$ cat config.mk
export PLATFORM = sky130hd
export DESIGN_NAME = pll_cfg_search
export DESIGN_NICKNAME = d
export VERILOG_FILES = /design/src/rtl/pll_search_pkg.sv /design/src/rtl/pll_cand_eval.sv /design/src/rtl/pll_filter_map.sv /design/src/rtl/pll_search_ctrl.sv /design/src/rtl/pll_cfg_search.sv
export SDC_FILE = /design/constraint.sdc
export NUM_CORES = 1
export LEC_CHECK = 0
export ABC_AREA = 0
export BUFFER_PORTS_ARGS = -buffer_cell sky130_fd_sc_hd__buf_2
export CORE_MARGIN = 1
export CORE_UTILIZATION = 57
export CTS_CLUSTER_DIAMETER = 40
export CTS_CLUSTER_SIZE = 25
export DETAILED_ROUTE_END_ITERATION = 7
export PLACE_DENSITY_LB_ADDON = 0.1
export SLEW_MARGIN = 0
export SYNTH_ARGS = -nofsm -noshare
export SYNTH_HDL_FRONTEND = slang
export SYNTH_SLANG_ARGS = --single-unit
$ cat constraint.sdc
create_clock -name clk -period 11.9 [get_ports clk]
set_input_delay 2.38 -clock clk [delete_from_list [all_inputs] [get_ports clk]]
set_output_delay 2.38 -clock clk [all_outputs]
set_load 0.1 [all_outputs]
$ cat src/rtl/pll_search_pkg.sv
package pll_search_pkg;
  localparam int FILT_LVLS = 7;
  localparam int FILT_W    = $clog2(FILT_LVLS + 1);

  typedef enum logic {S_IDLE, S_RUN} srch_st_e;

  // Ascending MHz thresholds; the code is the count of thresholds met.
  function automatic logic [7:0] filt_thr(input int idx);
    case (idx)
      0: filt_thr = 8'd10;
      1: filt_thr = 8'd16;
      2: filt_thr = 8'd26;
      3: filt_thr = 8'd42;
      4: filt_thr = 8'd65;
      5: filt_thr = 8'd104;
      default: filt_thr = 8'd166;
    endcase
  endfunction
endpackage

$ cat src/rtl/pll_cand_eval.sv
module pll_cand_eval #(
  parameter int PAR_W = 32,
  parameter int MUL_W = 8,
  parameter int D2_W  = 3,
  localparam int PROD_W = PAR_W + MUL_W + 1
) (
  input  logic [PAR_W-1:0]  par,
  input  logic [PAR_W-1:0]  tgt,
  input  logic [MUL_W-1:0]  mul,
  input  logic              d1,
  input  logic [D2_W-1:0]   d2,
  output logic [PROD_W-1:0] cand,
  output logic              fits,
  output logic [PROD_W-1:0] gap
);
  logic [MUL_W:0]    mul_p1;
  logic [PROD_W-1:0] prod;
  logic [D2_W:0]     sh;

  always_comb begin
    mul_p1 = {1'b0, mul} + 1'b1;
    prod   = PROD_W'(par) * PROD_W'(mul_p1);
    sh     = (D2_W+1)'(d2) + (D2_W+1)'(d1);
    cand   = prod >> sh;
    fits   = cand <= PROD_W'(tgt);
    gap    = PROD_W'(tgt) - cand;
  end
endmodule

$ cat src/rtl/pll_filter_map.sv
module pll_filter_map
  import pll_search_pkg::*;
#(
  parameter int MHZ_W = 8
) (
  input  logic [MHZ_W-1:0]  mhz,
  input  logic              d1,
  output logic [FILT_W-1:0] code
);
  logic [MHZ_W-1:0]     f_in;
  logic [FILT_LVLS-1:0] ge;

  assign f_in = mhz >> d1;

  for (genvar i = 0; i < FILT_LVLS; i++) begin : g_lvl
    assign ge[i] = f_in >= MHZ_W'(filt_thr(i));
  end

  always_comb begin
    code = '0;
    for (int i = 0; i < FILT_LVLS; i++) code = code + FILT_W'(ge[i]);
  end
endmodule

$ cat src/rtl/pll_search_ctrl.sv
module pll_search_ctrl
  import pll_search_pkg::*;
#(
  parameter int PAR_W = 32,
  parameter int MHZ_W = 8,
  parameter int MUL_W = 8,
  parameter int D2_W  = 3,
  localparam int PROD_W = PAR_W + MUL_W + 1
) (
  input  logic              clk,
  input  logic              rst_n,
  input  logic              start,
  input  logic [PAR_W-1:0]  parent_hz,
  input  logic [MHZ_W-1:0]  parent_mhz,
  input  logic [PAR_W-1:0]  target_hz,
  // candidate evaluator
  output logic [PAR_W-1:0]  par_q,
  output logic [PAR_W-1:0]  tgt_q,
  output logic [MUL_W-1:0]  m_q,
  output logic              d1_q,
  output logic [D2_W-1:0]   d2_q,
  input  logic [PROD_W-1:0] cand,
  input  logic              fits,
  input  logic [PROD_W-1:0] gap,
  // filter map
  output logic [MHZ_W-1:0]  mhz_q,
  output logic              sel_d1,
  input  logic [FILT_W-1:0] code,
  // results
  output logic              busy_o,
  output logic              done_o,
  output logic              err_o,
  output logic [MUL_W-1:0]  mul_o,
  output logic              d1_o,
  output logic [D2_W-1:0]   d2_o,
  output logic [FILT_W-1:0] filt_o,
  output logic [PROD_W-1:0] found_o
);
  srch_st_e          st_q;
  logic [MUL_W-1:0]  bm_q;
  logic              bd1_q;
  logic [D2_W-1:0]   bd2_q;
  logic [PROD_W-1:0] bf_q, be_q;
  logic              have_q;
  logic              hit, better, last, take_cur, ok;

  always_comb begin
    hit      = fits && (gap == '0);
    better   = fits && (!have_q || gap < be_q);
    last     = (d1_q == 1'b0) && (d2_q == '0) && (m_q == '1);
    take_cur = hit || better;
    ok       = take_cur || have_q;
    sel_d1   = take_cur ? d1_q : bd1_q;
  end

  assign busy_o = (st_q == S_RUN);

  always_ff @(posedge clk or negedge rst_n) begin
    if (!rst_n) begin
      st_q <= S_IDLE;
      par_q <= '0; tgt_q <= '0; mhz_q <= '0;
      m_q <= '0; d1_q <= 1'b1; d2_q <= '1;
      bm_q <= '0; bd1_q <= 1'b0; bd2_q <= '0; bf_q <= '0; be_q <= '0;
      have_q <= 1'b0;
      done_o <= 1'b0; err_o <= 1'b0;
      mul_o <= '0; d1_o <= 1'b0; d2_o <= '0; filt_o <= '0; found_o <= '0;
    end else begin
      done_o <= 1'b0;
      if (st_q == S_IDLE) begin
        if (start) begin
          st_q  <= S_RUN;
          par_q <= parent_hz; tgt_q <= target_hz; mhz_q <= parent_mhz;
          m_q <= '0; d1_q <= 1'b1; d2_q <= '1;
          have_q <= 1'b0;
        end
      end else if (hit || last) begin
        st_q   <= S_IDLE;
        done_o <= 1'b1;
        err_o  <= !ok;
        if (!ok) begin
          mul_o <= '0; d1_o <= 1'b0; d2_o <= '0; filt_o <= '0; found_o <= '0;
        end else if (take_cur) begin
          mul_o <= m_q; d1_o <= d1_q; d2_o <= d2_q; filt_o <= code; found_o <= cand;
        end else begin
          mul_o <= bm_q; d1_o <= bd1_q; d2_o <= bd2_q; filt_o <= code; found_o <= bf_q;
        end
      end else begin
        if (better) begin
          bm_q <= m_q; bd1_q <= d1_q; bd2_q <= d2_q; bf_q <= cand; be_q <= gap;
          have_q <= 1'b1;
        end
        m_q <= m_q + 1'b1;
        if (m_q == '1) begin
          if (d2_q == '0) begin
            d2_q <= '1;
            d1_q <= 1'b0;
          end else begin
            d2_q <= d2_q - 1'b1;
          end
        end
      end
    end
  end

  // done is a single-cycle pulse
  p_done_single_r10: assert property (@(posedge clk) disable iff (!rst_n)
    done_o |=> !done_o);
  // completion returns the engine to idle
  p_done_idle_r3: assert property (@(posedge clk) disable iff (!rst_n)
    done_o |-> !busy_o);
  // a start during a search leaves the captured operands alone
  p_busy_ignore_r9: assert property (@(posedge clk) disable iff (!rst_n)
    (busy_o && start) |=> ($stable(tgt_q) && $stable(par_q)));
  // a reported setting never overshoots
  p_found_le_r5: assert property (@(posedge clk) disable iff (!rst_n)
    (done_o && !err_o) |-> (found_o <= PROD_W'(tgt_q)));
endmodule

$ cat src/rtl/pll_cfg_search.sv
module pll_cfg_search
  import pll_search_pkg::*;
#(
  parameter int PAR_W = 32,
  parameter int MHZ_W = 8,
  parameter int MUL_W = 8,
  parameter int D2_W  = 3,
  localparam int PROD_W = PAR_W + MUL_W + 1
) (
  input  logic              clk,
  input  logic              rst_n,
  input  logic              start,
  input  logic [PAR_W-1:0]  parent_hz,
  input  logic [MHZ_W-1:0]  parent_mhz,
  input  logic [PAR_W-1:0]  target_hz,
  output logic              busy,
  output logic              done,
  output logic              err,
  output logic [MUL_W-1:0]  mul_o,
  output logic              div1_o,
  output logic [D2_W-1:0]   div2_o,
  output logic [FILT_W-1:0] filt_o,
  output logic [31:0]       cfg_word,
  output logic [PROD_W-1:0] found_hz
);
  logic [PAR_W-1:0]  par_q, tgt_q;
  logic [MUL_W-1:0]  m_q;
  logic              d1_q, sel_d1, fits;
  logic [D2_W-1:0]   d2_q;
  logic [PROD_W-1:0] cand, gap;
  logic [MHZ_W-1:0]  mhz_q;
  logic [FILT_W-1:0] code;

  pll_cand_eval #(.PAR_W(PAR_W), .MUL_W(MUL_W), .D2_W(D2_W)) u_eval (
    .par(par_q), .tgt(tgt_q), .mul(m_q), .d1(d1_q), .d2(d2_q),
    .cand(cand), .fits(fits), .gap(gap));

  pll_filter_map #(.MHZ_W(MHZ_W)) u_filt (
    .mhz(mhz_q), .d1(sel_d1), .code(code));

  pll_search_ctrl #(.PAR_W(PAR_W), .MHZ_W(MHZ_W), .MUL_W(MUL_W), .D2_W(D2_W)) u_ctrl (
    .clk(clk), .rst_n(rst_n), .start(start),
    .parent_hz(parent_hz), .parent_mhz(parent_mhz), .target_hz(target_hz),
    .par_q(par_q), .tgt_q(tgt_q), .m_q(m_q), .d1_q(d1_q), .d2_q(d2_q),
    .cand(cand), .fits(fits), .gap(gap),
    .mhz_q(mhz_q), .sel_d1(sel_d1), .code(code),
    .busy_o(busy), .done_o(done), .err_o(err),
    .mul_o(mul_o), .d1_o(div1_o), .d2_o(div2_o), .filt_o(filt_o), .found_o(found_hz));

  // Field positions are fixed by the consumer of the word.
  always_comb begin
    cfg_word        = '0;
    cfg_word[31:24] = 8'(filt_o);
    cfg_word[23:16] = 8'(mul_o);
    cfg_word[8]     = div1_o;
    cfg_word[2:0]   = 3'(div2_o);
  end

  // the word only moves together with done
  p_hold_word_r10: assert property (@(posedge clk) disable iff (!rst_n)
    !done |-> ($stable(cfg_word) && $stable(found_hz)));
  // an error carries no setting
  p_err_zero_r6: assert property (@(posedge clk) disable iff (!rst_n)
    (done && err) |-> (cfg_word == 32'd0 && found_hz == '0));
endmodule

[After elaboration in Yosys (flattened, before gate mapping)]
Cells that the tools add are included.
Word-level totals
  register bits after elaboration: 238
  logic and storage cells: 102
Operators by class
  $add $sub $neg: 11
  muxes and demuxes: 31
  magnitude comparators: 9
  bitwise operators: 3
  shift operators: 2
  equal/unequal tests: 5
  reductions and logical operators: 20
  multiply operators: 1
Operator list (number)
  41-bit 2-to-1 mux: 2
  41-bit by 32-bit <= comparator with 1-bit output: 1
  41-bit logical NOT: 1
  41-bit < comparator: 1
  32-bit by 9-bit multiplier with 41-bit output: 1
  41-bit by 4-bit right shift with 41-bit output: 1
  32-bit by 41-bit subtractor with 41-bit output: 1
  8-bit 2-to-1 mux: 5
  3-bit 2-to-1 mux: 8
  8-bit by 5-bit >= comparator with 1-bit output (second input constant): 2
  8-bit by 7-bit >= comparator with 1-bit output (second input constant): 2
  1-bit 2-to-1 mux: 16
  3-bit by 1-bit adder with 3-bit output: 5
  8-bit by 1-bit adder with 9-bit output (second input constant): 1
  3-bit AND reduction: 3
  8-bit by 1-bit adder with 8-bit output (second input constant): 1
  8-bit == test (second input constant): 1
  8-bit by 4-bit >= comparator with 1-bit output (second input constant): 1
  8-bit by 6-bit >= comparator with 1-bit output (second input constant): 1
  8-bit >= comparator (second input constant): 1
  2-bit != test (second input constant): 4
  8-bit by 1-bit right shift with 8-bit output: 1
  2-bit AND reduction: 3
  3-bit by 1-bit adder with 4-bit output: 1
  9 further kinds: 18

[Longest topological paths before layout]
  depth after elaboration: 18
  depth in mapped cells: 63
  depth with buffers taken out: 60

[Hierarchy]
A second synthesis with hierarchy kept.
Unflattened totals
  cell total of the unflattened synthesis: 3032
  area total of the unflattened synthesis: 26317.7 um^2
Modules (own cells, without submodules)
  pll_cand_eval: instances 1, area each 14641.5 um^2, cells each 1886
  pll_search_ctrl: instances 1, area each 11080.6 um^2, cells each 1064
  pll_filter_map: instances 1, area each 351.6 um^2, cells each 49
  pll_cfg_search: instances 1, area each 244.0 um^2, cells each 33

[Worst setup path before layout]
No wires, ideal clock.
  path type: flip-flop to flip-flop
  start point: reg u_ctrl.m_q[2]
  end point: reg u_ctrl.filt_o[2]
  data arrival time: 13.040 ns
  clock period less this slack: 13.123 ns
  cell stages (with the launch flop): 58
  slack: -1.223 ns
  cell sequence: dfrtp_1 > and3_1 > and3_1 > nand3_1 > xnor2_1 > clkbuf_1 > nand2_1 > fa_1 > fa_1 > fa_1 > fa_1 > inv_1 > ha_1 > buf_2 > a21oi_1 > o211ai_1 > a2111oi_0 > nand3b_1 > [... 22 more ...] > nor3_1 > a221oi_1 > o21ai_0 > a31oi_1 > o311ai_1 > o21a_1 > buf_2 > mux2_4 > nor2_1 > o21ai_0 > ha_1 > fa_1 > fa_1 > ha_1 > inv_1 > fa_1 > xor2_1 > o21ai_0
On the way
  longest elaborated chain between the ends: 18
  elaborated cells between the ends (all ways): 32
  those cells by class: add/sub: 8; mul: 1; order compare: 9; eq/ne: 1; shift: 2; mux: 2; reduce/logical: 9
RTL lines
  start, declared: line pll_search_ctrl.sv:19  | output logic [MUL_W-1:0] m_q,
  start signal, assigned: line pll_search_ctrl.sv:92  | m_q <= m_q + 1'b1;
  8-bit by 1-bit adder with 9-bit output (*): line pll_cand_eval.sv:21  | mul_p1 = {1'b0, mul} + 1'b1;
  32-bit by 9-bit multiplier with 41-bit output (*): line pll_cand_eval.sv:22  | prod = PROD_W'(par) * PROD_W'(mul_p1);
  41-bit by 4-bit right shift with 41-bit output (*): line pll_cand_eval.sv:24  | cand = prod >> sh;
  via cand[1]: line pll_cfg_search.sv:30  | logic [PROD_W-1:0] cand, gap;
  32-bit by 41-bit subtractor with 41-bit output (*): line pll_cand_eval.sv:26  | gap = PROD_W'(tgt) - cand;
  via gap[27]: line pll_cfg_search.sv:30
  41-bit < comparator: line pll_search_ctrl.sv:49  | better = fits && (!have_q || gap < be_q);
  1-bit logical OR: line pll_search_ctrl.sv:49
  1-bit logical AND: line pll_search_ctrl.sv:49
  1-bit logical OR: line pll_search_ctrl.sv:51  | take_cur = hit || better;
  1-bit 2-to-1 mux: line pll_search_ctrl.sv:53  | sel_d1 = take_cur ? d1_q : bd1_q;
  8-bit by 1-bit right shift with 8-bit output: line pll_filter_map.sv:13  | assign f_in = mhz >> d1;
  8-bit by 4-bit >= comparator with 1-bit output or 8-bit by 5-bit >= comparator with 1-bit output (tied branches): line pll_filter_map.sv:16  | assign ge[i] = f_in >= MHZ_W'(filt_thr(i));
  1-bit by 1-bit adder with 2-bit output: line pll_filter_map.sv:21  | for (int i = 0; i < FILT_LVLS; i++) code = code + FILT_W'(ge[i]);
  3-bit by 1-bit adder with 3-bit output (5 in series): line pll_filter_map.sv:21
  3-bit 2-to-1 mux: line pll_search_ctrl.sv:80  | if (!ok) begin
  end signal, assigned: line pll_search_ctrl.sv:83  | mul_o <= m_q; d1_o <= d1_q; d2_o <= d2_q; filt_o <= code; found_o <= cand;
  end signal, assigned: line pll_search_ctrl.sv:85  | mul_o <= bm_q; d1_o <= bd1_q; d2_o <= bd2_q; filt_o <= code; found_o <= bf_q;
  end, declared: line pll_search_ctrl.sv:36  | output logic [FILT_W-1:0] filt_o,
The timed path passes the listed nets; every way through them passes the cells marked *.
A chain may end at the register's enable or synchronous reset.

[Worst setup path in the final report]
  start point: reg u_ctrl.m_q[3]
  end point: reg u_ctrl.filt_o[2]
On the way
  longest elaborated chain between the ends: 18
  elaborated cells between the ends (all ways): 32
  those cells by class: add/sub: 8; mul: 1; order compare: 9; eq/ne: 1; shift: 2; mux: 2; reduce/logical: 9
RTL lines (line)
  8-bit by 1-bit adder with 9-bit output (*): pll_cand_eval.sv:21
  32-bit by 9-bit multiplier with 41-bit output (*): pll_cand_eval.sv:22
  41-bit by 4-bit right shift with 41-bit output (*): pll_cand_eval.sv:24
  32-bit by 41-bit subtractor with 41-bit output (*): pll_cand_eval.sv:26
  via gap[15]: pll_cfg_search.sv:30
  41-bit < comparator: pll_search_ctrl.sv:49
  1-bit logical OR: pll_search_ctrl.sv:49
  1-bit logical AND: pll_search_ctrl.sv:49
  1-bit logical OR: pll_search_ctrl.sv:51
  1-bit 2-to-1 mux: pll_search_ctrl.sv:53
  8-bit by 1-bit right shift with 8-bit output: pll_filter_map.sv:13
  8-bit by 4-bit >= comparator with 1-bit output or 8-bit by 5-bit >= comparator with 1-bit output (tied branches): pll_filter_map.sv:16
  1-bit by 1-bit adder with 2-bit output: pll_filter_map.sv:21
  3-bit by 1-bit adder with 3-bit output (5 in series): pll_filter_map.sv:21
  3-bit 2-to-1 mux: pll_search_ctrl.sv:80
Marks and branches as above.

==> summary.md <==
| Metric | Value |
|---|---|
| Status | `finished, violations left` |
| Failing checks | `negative setup slack` |
| Setup WS post-layout | `-1070 ps` |
| Worst Hold End | `u_ctrl.found_o[39]$_DFFE_PN0P_` |
| Critical R2R Capture | `u_ctrl.filt_o[2]$_DFFE_PN0P_` |
| Hold WC Path Type | `reg -> reg` |
| Comb pwr share | `58.3%` |
| Post-synthesis mux area share | `4.02%` |
| Hold-fix buffers at CTS | `0` |
| Commonest non-fill, non-tap cell in the layout | `buf_4` |
| Fillers | `2680` |
| First-iteration detailed-routing DRC count | `2566` |
| Slew headroom | `16.2%` |
| RSZ-0062 raised after global routing | `yes` |
| Synth Instances | `3086` |
| DR top layer | `met4` |
| TritonCTS clock tree | `yes` |
| Initial Util | `58.2%` |
| Sequential Power Share | `18.2%` |
| Routed met1 length | `35600 um` |
| Clock share of power | `23.5%` |
| Layout cells sized above 1 | `35.5%` |
| Pint | `3370 uW` |
| Max-Cap Viols | `0` |
| Placed insts | `4175` |
| Req. time, crit path | `12360 ps` |
| Unique cell type count in the Yosys netlist | `98` |
| Placer Congestion | `0.984` |
| Switching power | `2330 uW` |
| Synthesis Warnings | `0` |
| Beginning of the worst hold path | `u_ctrl.bf_q[39]$_DFFE_PN0P_` |
| Slew Viols, Final | `0` |
| Number of buffers created by CTS | `42` |
| Root Driver | `clkbuf_16` |
| Slowest CP cell | `o41ai_4` |
| Clk pin slew, worst setup/hold paths | `60 ps` |
| Drt wl/cell | `19.9 um` |
| Hold Path Depth | `1` |
| Antenna diodes | `0` |
| Nets | `4202` |
| Largest family of logic cells by synthesized area | `adder cells` |
| Final Skew | `20.2 ps` |
| Mapped Area | `25200 um2` |
| Total wire length | `87600 um` |
| Final period util | `109%` |
| Die H | `212 um` |
| Sw Ratio | `40.9%` |
| Top FF cell, synth | `dfrtp_1` |
| Worst hold margin | `478 ps` |
| CP peak stage delay | `570 ps` |
| Crit-path most repeated cell | `buf_6` |
| Seq cells post-synth | `238` |
| Die ar. | `45100 um2` |
| Largest net degree at the start of global routing | `109` |
| CP startpoint kind | `register` |
| Commonest cells after routing, fill and taps aside | `buf_4 (639), nand2_1 (574), inv_1 (252)` |
| Htree depth | `2` |
| Worst reg-to-reg setup slack | `-1070 ps` |
| Final min period | `12970 ps` |
| Yosys top cell area share | `23.2%` |
| HPWL Detailed | `60400 um` |
| Register area share after synthesis | `23.6%` |
| FF-to-FF Start | `u_ctrl.m_q[3]$_DFFE_PN0P_` |
| Synthesis-to-finish area growth | `41.1%` |
| Initial antenna violation count | `0` |
| Worst-Margin Slew | `1260 ps` |
| Hold Fails Final Rpt | `0` |
| Synth Area in Adders | `24.1%` |
| Post-DRT Antenna Nets | `0` |
| Peak VDD IR | `241 uV` |
| Setup violations, final | `3` |
| Max Fclk | `0.0771 GHz` |
| CP max FO | `6` |
| Pwr dens | `160 nW/um2` |
| Final cell count without fillers | `4392` |
| Post-synthesis simple-gate area fraction | `21.8%` |
| Met3 Routed Length | `6680 um` |
| Yosys top cell by area | `dfrtp_1` |
| Post-synthesis xor/xnor area fraction | `2.39%` |
| Boundary Pins | `166` |
| Row cnt | `76` |
| Max Root-Sink Buffers | `3` |
| Avg Cell Area, Syn | `8.18 um2` |
| Compound-Gate Fraction of Synth Area | `15.9%` |
| Gr usage total | `36.6%` |
| Grt ovf | `0` |
| Clock sink count | `238` |
| Vias | `25900` |
| Crit end category | `register` |
| First-pass GRT wire length | `130000 um` |
| I/O Buffers | `148` |
| LEAKAGE | `0.0169 uW` |
| Drt drc | `0` |
| Count of TritonRoute iterations in the first routing pass | `6` |
| Vias in the first global route | `25400` |
| Crit Path Category | `reg -> reg` |
| Vias per inst | `5.89` |
| Number of enable flip-flop cells after synthesis | `0` |
| Worst r2r path cells | `57` |
| Core Region | `43400 um2` |
| Met2 WL | `42300 um` |
| FFs w/ async S/R, synth | `100%` |
| Die X-Extent | `212 um` |
| Main area contributors after synthesis | `dfrtp_1 (23%), fa_1 (17%), nand2_1 (8.9%), ha_1 (6.9%), inv_1 (4.2%)` |
| WP data arrival | `13440 ps` |
| Skew-Pair Late Insertion Delay | `590 ps` |
layout make-up:
cell class	instances	area, um2	share of cell area [%]
Timing Repair Buffer	850	6560	18.4
Clock inverter	33	472	1.32
Sequential cell	238	5960	16.7
Inverter	281	1050	2.96
Tap cell	585	732	2.06
Clock buffer	45	1080	3.04
Multi-Input combinational cell	2360	19800	55.5
layer usage:
layer | track usage, % | vias to the layer above
li1 | - | 11600
met1 | 48.1 | 12800
met2 | 60.7 | 1227
met3 | 6.62 | 246
met4 | 12.0 | 0
met5 | 0 | -
registers in the layout (all words and copies together) (netlist names), 3 cells and up:
signal          cells
u_ctrl.bd2_q        3
u_ctrl.be_q        41
u_ctrl.bf_q        41
u_ctrl.bm_q         8
u_ctrl.d2_o         3
u_ctrl.d2_q         3
u_ctrl.filt_o       3
u_ctrl.found_o     41
u_ctrl.m_q          8
u_ctrl.mhz_q        8
u_ctrl.mul_o        8
u_ctrl.par_q       32
u_ctrl.tgt_q       32
power by group through the flow:
stage	clock, uW	combinational (uW)	sequential (uW)
global placement	0	2560	1030
global route	1380	3560	1050
floorplan	0	1510	1010
detailed placement	0	2620	1040
CTS	1350	2810	1030
finish	1340	3320	1040
per-stage QoR:
| step | utilization (%) | cell area [um2] | setup slack [ps] | TNS [ps] | total power, uW |
|---|---|---|---|---|---|
| 6_report | 82.1 | 35600 | -1070 | -2680 | 5700 |
| 5_1_grt | 82.1 | 35600 | -1440 | -3660 | 5990 |
| 4_1_cts | 77.0 | 33400 | -854 | -2200 | 5190 |
| 3_5_place_dp | 70.4 | 30500 | -1420 | -3880 | 3660 |
| 3_3_place_gp | 70.4 | 30500 | -1400 | -3780 | 3590 |
| 2_1_floorplan | - | 25600 | -279 | -535 | 2520 |
kinds of logic after synthesis:
family	after synthesis
buffers and inverters	504
other	1
adder cells (fa/ha/maj)	357
AO/OA/AOI/OAI	637
multiplexers	94
flip-flops	238
AND/OR/NAND/NOR	1186
XOR/XNOR	69
worst max path at each step:
stage | start | endpoint | slack (ps) | cells after the start
after floorplan | u_ctrl.m_q[3]$_DFFE_PN0P_ | u_ctrl.filt_o[1]$_DFFE_PN0P_ | -280 | 56
after global placement | u_ctrl.m_q[0]$_DFFE_PN0P_ | u_ctrl.filt_o[1]$_DFFE_PN0P_ | -1400 | 51
after detailed placement | u_ctrl.m_q[0]$_DFFE_PN0P_ | u_ctrl.filt_o[2]$_DFFE_PN0P_ | -1420 | 52
after CTS | u_ctrl.m_q[0]$_DFFE_PN0P_ | u_ctrl.filt_o[1]$_DFFE_PN0P_ | -850 | 60
after global routing | u_ctrl.m_q[1]$_DFFE_PN0P_ | u_ctrl.filt_o[2]$_DFFE_PN0P_ | -1440 | 62
final | u_ctrl.m_q[3]$_DFFE_PN0P_ | u_ctrl.filt_o[2]$_DFFE_PN0P_ | -1070 | 57
synth_stat cells, types with 6 or more instances:
master       n
a31oi_1     17
mux2_2      13
a21oi_1    161
a221oi_1    10
xor2_1      29
mux2i_1     64
and4_1      13
o21ai_1     53
nand2_1    598
a211oi_1    18
inv_1      280
buf_2       28
clkbuf_1   147
a2111oi_0    7
dfrtp_1    234
o211ai_1    25
o21a_1      10
o31ai_1     12
a21o_1      59
nand2b_1    19
xnor2_1     40
nor4_1      14
o21ai_0    161
buf_1       12
buf_4       34
o21bai_1     8
or3_1       15
ha_1       139
mux2_1      13
nor2_1     164
or2_2        6
and2_1     145
and3_1      25
nor3_1      44
or4_1        8
fa_1       215
nand3_1     45
nand4_1     23
a21boi_0     8
nor2b_1     42
a211o_1      8
worst max-delay path: cells and delay by family (launching register included):
family	cells	cell delay, ps
adder cells (fa/ha/maj)	13	4970
AO/OA/AOI/OAI	18	3580
buffers and inverters	13	1570
AND/OR/NAND/NOR	9	1540
XOR/XNOR	3	490
flip-flops	1	360
multiplexers	1	310
what timing repair did:
item,in CTS,in global routing
pin swaps,76,217
setup buffers,53,89
endpoints found under the setup margin,37,89
gates cloned,4,3
hold endpoints to repair,0,0
resized for setup,180,338
Note: power is estimated with default switching activity, not from simulation.
